$ cat config.mk
export PLATFORM = sky130hd
export DESIGN_NAME = clkout_divchain
export DESIGN_NICKNAME = d
export VERILOG_FILES = /design/src/rtl/clkdiv_pkg.sv /design/src/rtl/src_edge.sv /design/src/rtl/pdiv_stage.sv /design/src/rtl/post_stage.sv /design/src/rtl/out_gate.sv /design/src/rtl/clkout_divchain.sv
export SDC_FILE = /design/constraint.sdc
export NUM_CORES = 1
export LEC_CHECK = 0
export BUFFER_PORTS_ARGS = -buffer_cell sky130_fd_sc_hd__buf_4
export CAP_MARGIN = 20
export CORE_MARGIN = 2
export CORE_UTILIZATION = 35
export CTS_CLUSTER_DIAMETER = 200
export DETAILED_ROUTE_END_ITERATION = 7
export PLACE_DENSITY_LB_ADDON = 0.05
export SETUP_SLACK_MARGIN = 0.1
export SYNTH_ARGS = -nofsm -noshare
export SYNTH_HDL_FRONTEND = slang
export SYNTH_HIERARCHICAL = 1
export SYNTH_SLANG_ARGS = --single-unit
$ cat constraint.sdc
create_clock -name clk -period 3.1 [get_ports clk]
set_input_delay 0.775 -clock clk [delete_from_list [all_inputs] [get_ports clk]]
set_output_delay 0.775 -clock clk [all_outputs]
set_load 0.02 [all_outputs]
$ cat src/rtl/clkdiv_pkg.sv
package clkdiv_pkg;

    localparam int PW    = 5;
    localparam int SW    = 2;
    localparam int QW    = (1 << SW) - 1;
    localparam int NSRC  = 2;
    localparam int SRC_VCO = 0;
    localparam int SRC_REF = 1;

    typedef struct packed {
        logic          use_ref;
        logic [PW-1:0] pval;
        logic [SW-1:0] post;
    } div_cfg_t;

    typedef enum logic {
        DIS_FLOAT = 1'b0,
        DIS_LOW   = 1'b1
    } dis_mode_e;

    function automatic logic [PW-1:0] p_last(input logic [PW-1:0] p);
        logic [PW-1:0] eff;
        eff = (p == '0) ? PW'(1) : p;
        return eff - PW'(1);
    endfunction

    function automatic logic [QW-1:0] post_last(input logic [SW-1:0] s);
        logic [QW-1:0] m;
        m = '0;
        for (int i = 0; i < QW; i++) begin
            if (i < int'(s)) m[i] = 1'b1;
        end
        return m;
    endfunction

endpackage

$ cat src/rtl/src_edge.sv
module src_edge (
    input  logic clk,
    input  logic lvl,
    output logic edge_o
);
    logic prev_q;

    always_ff @(posedge clk) begin
        prev_q <= lvl;
    end

    assign edge_o = lvl ^ prev_q;
endmodule

$ cat src/rtl/pdiv_stage.sv
module pdiv_stage
    import clkdiv_pkg::*;
(
    input  logic          clk,
    input  logic          rst,
    input  logic          hold,
    input  logic          ev,
    input  logic [PW-1:0] last,
    output logic          pulse
);
    logic [PW-1:0] cnt_q;

    assign pulse = ev && (cnt_q == last);

    always_ff @(posedge clk) begin
        if (rst || hold) begin
            cnt_q <= '0;
        end else if (ev) begin
            cnt_q <= (cnt_q == last) ? '0 : cnt_q + PW'(1);
        end
    end

    assert_pcount_range_R2: assert property (@(posedge clk) disable iff (rst)
        cnt_q <= last);
endmodule

$ cat src/rtl/post_stage.sv
module post_stage
    import clkdiv_pkg::*;
(
    input  logic          clk,
    input  logic          rst,
    input  logic          hold,
    input  logic          tick,
    input  logic [QW-1:0] last,
    output logic          q,
    output logic          rise
);
    logic [QW-1:0] cnt_q;
    logic          tog;

    assign tog  = tick && (cnt_q == last);
    assign rise = tog && !q;

    always_ff @(posedge clk) begin
        if (rst || hold) begin
            cnt_q <= '0;
            q     <= 1'b0;
        end else if (tick) begin
            cnt_q <= (cnt_q == last) ? '0 : cnt_q + QW'(1);
            if (tog) q <= ~q;
        end
    end

    assert_qcount_range_R2: assert property (@(posedge clk) disable iff (rst)
        cnt_q <= last);

    assert_toggle_needs_tick_R3: assert property (@(posedge clk) disable iff (rst)
        (q != $past(q)) && $past(!hold) |-> $past(tick));
endmodule

$ cat src/rtl/out_gate.sv
module out_gate
    import clkdiv_pkg::*;
(
    input  logic      clk,
    input  logic      rst,
    input  logic      pwr_on,
    input  logic      en_all,
    input  dis_mode_e dis_mode,
    input  logic      div_q,
    output logic      dat,
    output logic      oe
);
    logic en_q;

    always_ff @(posedge clk) begin
        if (rst || !pwr_on) begin
            en_q <= 1'b0;
        end else if (!div_q) begin
            en_q <= en_all;
        end
    end

    assign dat = div_q & en_q;
    assign oe  = en_q | (dis_mode == DIS_LOW);

    assert_enable_when_low_R9: assert property (@(posedge clk) disable iff (rst)
        (en_q != $past(en_q)) && $past(pwr_on) |-> !$past(div_q));

    assert_data_implies_drive_R6: assert property (@(posedge clk) disable iff (rst)
        dat |-> oe);
endmodule

$ cat src/rtl/clkout_divchain.sv
module clkout_divchain
    import clkdiv_pkg::*;
(
    input  logic          clk,
    input  logic          rst,
    input  logic          vco_lvl,
    input  logic          ref_lvl,
    input  logic          cfg_use_ref,
    input  logic [PW-1:0] cfg_pval,
    input  logic [SW-1:0] cfg_post,
    input  logic          cfg_dis_low,
    input  logic          out_en_all,
    input  logic          pwr_on,
    output logic          clk_out,
    output logic          clk_out_oe
);
    logic [NSRC-1:0] lvl_vec;
    logic [NSRC-1:0] edg;
    div_cfg_t        cfg_in;
    div_cfg_t        act_q;
    logic            sel_ev;
    logic            p_pulse;
    logic            div_q;
    logic            rise;
    logic            load;
    logic            hold;

    assign lvl_vec[SRC_VCO] = vco_lvl;
    assign lvl_vec[SRC_REF] = ref_lvl;

    for (genvar g = 0; g < NSRC; g++) begin : g_src
        src_edge u_edge (
            .clk    (clk),
            .lvl    (lvl_vec[g]),
            .edge_o (edg[g])
        );
    end

    assign cfg_in = '{use_ref: cfg_use_ref, pval: cfg_pval, post: cfg_post};
    assign hold   = !pwr_on;
    assign load   = rise || hold;

    always_ff @(posedge clk) begin
        if (rst || load) begin
            act_q <= cfg_in;
        end
    end

    assign sel_ev = act_q.use_ref ? edg[SRC_REF] : edg[SRC_VCO];

    pdiv_stage u_pdiv (
        .clk   (clk),
        .rst   (rst),
        .hold  (hold),
        .ev    (sel_ev),
        .last  (p_last(act_q.pval)),
        .pulse (p_pulse)
    );

    post_stage u_post (
        .clk  (clk),
        .rst  (rst),
        .hold (hold),
        .tick (p_pulse),
        .last (post_last(act_q.post)),
        .q    (div_q),
        .rise (rise)
    );

    out_gate u_gate (
        .clk      (clk),
        .rst      (rst),
        .pwr_on   (pwr_on),
        .en_all   (out_en_all),
        .dis_mode (dis_mode_e'(cfg_dis_low)),
        .div_q    (div_q),
        .dat      (clk_out),
        .oe       (clk_out_oe)
    );

    assert_cfg_at_boundary_R8: assert property (@(posedge clk) disable iff (rst)
        (act_q != $past(act_q)) |-> ($rose(div_q) || !$past(pwr_on)));

    assert_quiet_in_powerdown_R7: assert property (@(posedge clk) disable iff (rst)
        !$past(pwr_on) |-> !clk_out);
endmodule

==> reports/metrics.yaml, run 1 <==
drcViolationCount: 0
crit_type: "reg2reg"
antenna_left: 0
start_kind: "flop"
ys_types: 31
cts_max_level: 1
dieArea_um2: 3330
synth_edf_count: 8
timing.hold.ws_ns: 0.577
wl_mm: 1.90
cts-buffers-inserted: 3
num_vias: 734
start_util_pct: 36.7
clock-root-buffer: "clkbuf_4"
clk_pin_slew_ns: 0.12
crit_path_end_kind: "flop"
cp.required_ns: 3.16
drt_iter0_markers: 7
yosysWarnings: 6
area_growth_pct: 24.4
max_slew_margin_pct: 81.3
rsz0062_at_grt: "no"
routedWlPerCell_um: 13.5
cts_tree: "built"
grt_pass1_wl_mm: 3.12
fin_crit_sh_pct: 88.5
synth_area_leaders: "dfxtp_1, edfxtp_1, xor2_1"
postCtsHoldBufs: 0
fin_skew_ns: 0.00750
syn_avg_cell_area_um2: 11.8
powerDensity_nw_per_um2: 468
synth_top_area_cell: "dfxtp_1"
min_period_ns: 2.74
grtUsageTotal_pct: 12.2
grt_overflow: 0
ioPinCount: 17
arrival_ns: 2.80
nets: 129
antenna_found_initial: 0
synth_top_area_share_pct: 23.8
drv_cap: 0
portBuffers: 16
ys_seq_area_share_pct: 47.5
clk_latency_ns: 0.30
ys_ff_latch: 20
peakVddDrop_mv: 0.275
fin_util_pct: 45.6
die-height_um: 57.7
place_inst: 135
chipWidth_um: 57.7
p_leak_nw: 0.502
ys.flop_type: "dfxtp_1"
hold_class: "in2reg"
cts_num_sinks: 20
syn_inst: 86
reg2reg_slack_ns: 0.36
cts_buffer_depth: 2
hpwlAfterDp_mm: 1.47
routed_via_density: 5.21
grt_pass1_vias: 734
syn_area_um2: 1010
report.final.slew_viol_count: 0
syn_nets: 104
grt_max_degree: 13
gp_congestion: 0.794
rows: 19
fmax_mhz: 365
synth_top_cells_by_count: "dfxtp_1, xor2_1, edfxtp_1"
setup_viol: 0
drt_pass1_iterations: 4
status: "complete, no violations"
n_antenna_cell: 0
drive_gt1_share_pct: 32.7
core-area_um2: 2760
finalPower_uw: 589
async_flop_share_pct: 0
worstMarginPinSlew_ns: 0.278
hold_viol: 0
fin_cells: 141
tns_ns: 0
crit_fanout: 8
## per-stage QoR
step                      setup slack (ns)  cell area (um2)
after global placement               0.265             1180
after CTS                            0.139             1240
after global routing                 0.154             1260
final                                0.358             1260
after detailed placement             0.192             1180
after floorplan                      0.342             1010
## critical path, cell delays in order (launching register included)
cell and delay [ns]:
edfxtp_1 0.45, nor4_1 0.31, nor2_1 0.11, ha_1 0.23, nor3b_1 0.15, xor2_1 0.17
xor2_1 0.26, nor4_4 0.07, and2_1 0.16, nand4_1 0.10, nor2_1 0.05, or3_4 0.44
## cell families after synthesis
group	after synthesis	synth area share (%)
AOI/OAI and AO/OA	9	6.19
xor gates and xnor gates	17	16.2
adders and majority gates	3	3.71
buffers and inverters	3	1.11
DFF	20	47.5
muxes	5	5.57
and+or+nand+nor	29	19.7
## power breakdown
part | internal (mW) | leakage [nW] | total, mW | switching, mW
Combinational | 0.0415 | 0.295 | 0.0812 | 0.0397
Clock | 0.131 | 0.0279 | 0.214 | 0.0833
Sequential | 0.285 | 0.179 | 0.294 | 0.00853
Total | 0.457 | 0.502 | 0.589 | 0.132
## sequential cells by signal, indices dropped and copies added, names as in the netlist
register	count
u_post/q	1
g_src.u_edge/prev_q	2
act_q	8
u_post/cnt_q	3
u_gate/en_q	1
u_pdiv/cnt_q	5
## cells in the final DEF (no fill, tap or decap), types with 2 or more instances in the layout
| cell type | count |
|---|---|
| clkbuf_4 | 3 |
| a31oi_1 | 4 |
| inv_1 | 3 |
| buf_4 | 20 |
| xnor2_1 | 3 |
| mux2i_1 | 3 |
| xor2_1 | 12 |
| edfxtp_1 | 8 |
| a211oi_1 | 5 |
| nor3_1 | 3 |
| and2_1 | 2 |
| nand4_1 | 3 |
| nor2_1 | 3 |
| xnor2_2 | 2 |
| ha_1 | 3 |
| nand2_1 | 2 |
| dfxtp_1 | 12 |
| nor2b_1 | 2 |
| or2_2 | 2 |
## final cells by class
type / count / area, um2
fill: 268 / 1500
timing repair buffer: 20 / 150
clock inverter: 1 / 30.0
inverter: 3 / 11.3
multi-input combinational: 63 / 524
clock buffer: 3 / 22.5
tap: 31 / 38.8
sequential: 20 / 480
## per-layer routing
| metal | GRT usage [%] | wire length [um] |
|---|---|---|
| met1 | 13.1 | 792 |
| met2 | 23.1 | 1040 |
| met3 | 2.01 | 49 |
| met4 | 5.98 | 19 |
| met5 | 0 | 0 |
## final timing paths
| kind | startpoint | end | depth (start not counted) |
|---|---|---|---|
| max | act_q[5] | act_q[4] | 11 |
| min | vco_lvl | g_src[0].u_edge/prev_q | 1 |
| max reg2reg | act_q[5] | act_q[4] | 11 |
| min reg2reg | u_gate/en_q | u_gate/en_q | 2 |
## repair_timing
item	4_1_cts	5_1_grt
buffers inserted	0	2
gates resized for setup	0	1
setup endpoints to repair	0	8
Power figures use the tool's default switching activity.
==> inputs of run 2 (changes only) <==
--- a/config.mk
+++ b/config.mk
@@ -11,6 +11,7 @@
 export CORE_UTILIZATION = 35
 export CTS_CLUSTER_DIAMETER = 200
 export DETAILED_ROUTE_END_ITERATION = 7
+export GPL_TIMING_DRIVEN = 0
 export PLACE_DENSITY_LB_ADDON = 0.05
 export SETUP_SLACK_MARGIN = 0.1
 export SYNTH_ARGS = -nofsm -noshare
==> run 2 against run 1 <==
- combinational power is 4.2% higher
- critical path depth unchanged
- sequential cell count did not move
- register-to-register slack worse by 0.06 ns
- clock skew is 0.0050 ns lower
- sequential share of layout area down 0.30 points
- routed wire length shrank 9.0%
==> reports/metrics.yaml, run 2 (synthesis gave the netlist of run 1 again) <==
crit_chain: "nor4_2, nor2_2, ha_2, nor3b_1, xor2_1, xor2_1, nor4_4, and2_4, nand4_1, nor2_1, or3_4"
start_util_pct: 36.7  # unchanged
fin_util_pct: 46.0  # +0.36 points
setup_viol: 0  # unchanged
num_vias: 710  # -3.3%
cts_buffer_depth: 2  # unchanged
core-area_um2: 2760  # unchanged
grt_pass1_vias: 681  # -7.2%
min_period_ns: 2.80  # +0.0568 ns
clk_latency_ns: 0.29  # about the same
endpoint: "act_q[0]"
n_antenna_cell: 0  # unchanged
r2r_cells: 11  # unchanged
cts_max_level: 1  # unchanged
ioPinCount: 17  # unchanged
grt_max_degree: 12  # -1
antenna_found_initial: 0  # unchanged
cpPeakStageDelay_ns: 0.47  # +0.02 ns
drt_iter0_markers: 12  # +5
die-height_um: 57.7  # unchanged
grtUsageTotal_pct: 11.8  # -0.41 points
report.final.slew_viol_count: 0  # unchanged
drt_pass1_iterations: 4  # unchanged
dieArea_um2: 3330  # unchanged
gp_congestion: 0.733  # -7.6%
nets: 132  # +2.3%
final_common_cell: "buf_4"
hold_class: "reg2reg"
drcViolationCount: 0  # unchanged
chipWidth_um: 57.7  # unchanged
grt_overflow: 0  # unchanged
crit_path_end_kind: "flop"
rsz0062_at_grt: "no"
pre_cts_ws_ns: -0.0445  # -0.236 ns
cp.required_ns: 3.12  # -0.04 ns
fmax_mhz: 357  # -2.0%
start_kind: "flop"
reg2reg_slack_ns: 0.30  # -0.06 ns
crit_fanout: 8  # unchanged
routed_via_density: 4.93  # -5.3%
largest_reg_flops: 8  # unchanged
setup_slack_ns: 0.301  # -0.0568 ns
wl_mm: 1.73  # -9.0%
largest-register: "act_q"
antenna_left: 0  # unchanged
portBuffers: 16  # unchanged
layout_common_cells: "buf_4, xor2_1, dfxtp_1, edfxtp_1, a211oi_1"
hold_viol: 0  # unchanged
largestRegisters: "act_q x8, u_pdiv/cnt_q x5, u_post/cnt_q x3"
cts-buffers-inserted: 3  # unchanged
crit_type: "reg2reg"
fin_skew_ns: 0.00246  # -0.00503 ns
postCtsHoldBufs: 0  # unchanged
routedWlPerCell_um: 12.0  # -11%
hpwlAfterDp_mm: 1.27  # -14%
drv_cap: 0  # unchanged
drive_gt1_share_pct: 37.2  # +4.4 points
startpoint: "act_q[4]"
clk_pin_slew_ns: 0.11  # about the same
peakVddDrop_mv: 0.274  # -0.21%
grt_pass1_wl_mm: 3.00  # -3.8%
tns_ns: 0  # unchanged
r2r-end: "act_q[0]"
status: "complete, no violations"
clock-root-buffer: "clkbuf_4"
p_leak_nw: 0.504  # +0.38%
arrival_ns: 2.81  # about the same
r2r_start: "act_q[4]"
cts_tree: "built"
worstMarginPinSlew_ns: 0.347  # +0.0685 ns
area_growth_pct: 25.4
rows: 19  # unchanged
cts_num_sinks: 20  # unchanged
finalPower_uw: 504  # -14%
fin_crit_sh_pct: 90.3  # +1.8 points
crit_path_top_delay_cell: "edfxtp_1"
powerDensity_nw_per_um2: 397  # -15%
cp_common_cell: "xor2_1"
max_slew_margin_pct: 76.7  # -4.6 points
## run 2: layer usage
layer | vias to the layer above | GRT usage (%) | share of wire [%]
met5 | - | 0 | 0
met4 | 0 | 2.99 | 1.1
met3 | 2 | 4.69 | 3.2
met2 | 8 | 20.0 | 52
met1 | 334 | 14.1 | 44
li1 | 366 | - | -
## run 2: how the worst min path moves through the flow
stage / startpoint / end / cells after the start
3_3_place_gp: u_post/cnt_q[2] / u_post/cnt_q[2] / 2
2_1_floorplan: u_pdiv/cnt_q[1] / u_pdiv/cnt_q[1] / 2
6_report: u_gate/en_q / u_gate/en_q / 2
3_5_place_dp: u_pdiv/cnt_q[4] / u_pdiv/cnt_q[4] / 2
5_1_grt: vco_lvl / g_src[0].u_edge/prev_q / 1
4_1_cts: vco_lvl / g_src[0].u_edge/prev_q / 1
## run 2: cell type report
cell class | count | area (um2)
clock buffer | 3 | 22.5
clock inverter | 1 | 3.75
fill | 272 | 1490
inverter | 3 | 11.3
multi-input combinational | 63 | 538
sequential | 20 | 480
tap | 31 | 38.8
timing repair buffer | 23 | 173
## run 2: repair_timing
action                                 CTS  global route
endpoints found under the hold margin    0             0
buffers inserted                         0             7
pin swaps                                0             5
resized for setup                        2             4
setup endpoints to repair                8             8
## run 2: through the flow
stage / instance area (um2) / hold slack (ns) / instances
floorplan: 1010 / 0.539 / 86
global placement: 1170 / 0.571 / 133
detailed placement: 1170 / 0.576 / 133
CTS: 1200 / 0.573 / 137
global route: 1270 / 0.557 / 144
finish: 1270 / 0.586 / 144
## run 2: worst max-delay path, delay by kind of cell (launching register included)
kind                       cells  cell delay (ns)
xor gates and xnor gates       2             0.34
adders and majority gates      1             0.20
DFF                            1             0.47
and+or+nand+nor                8             1.50
## run 2: where the power goes
| part | leakage [nW] | internal, mW | switching (mW) | total, mW |
|---|---|---|---|---|
| registers | 0.179 | 0.285 | 0.00920 | 0.294 |
| clock network | 0.0154 | 0.0468 | 0.0780 | 0.125 |
| logic | 0.309 | 0.0445 | 0.0401 | 0.0846 |
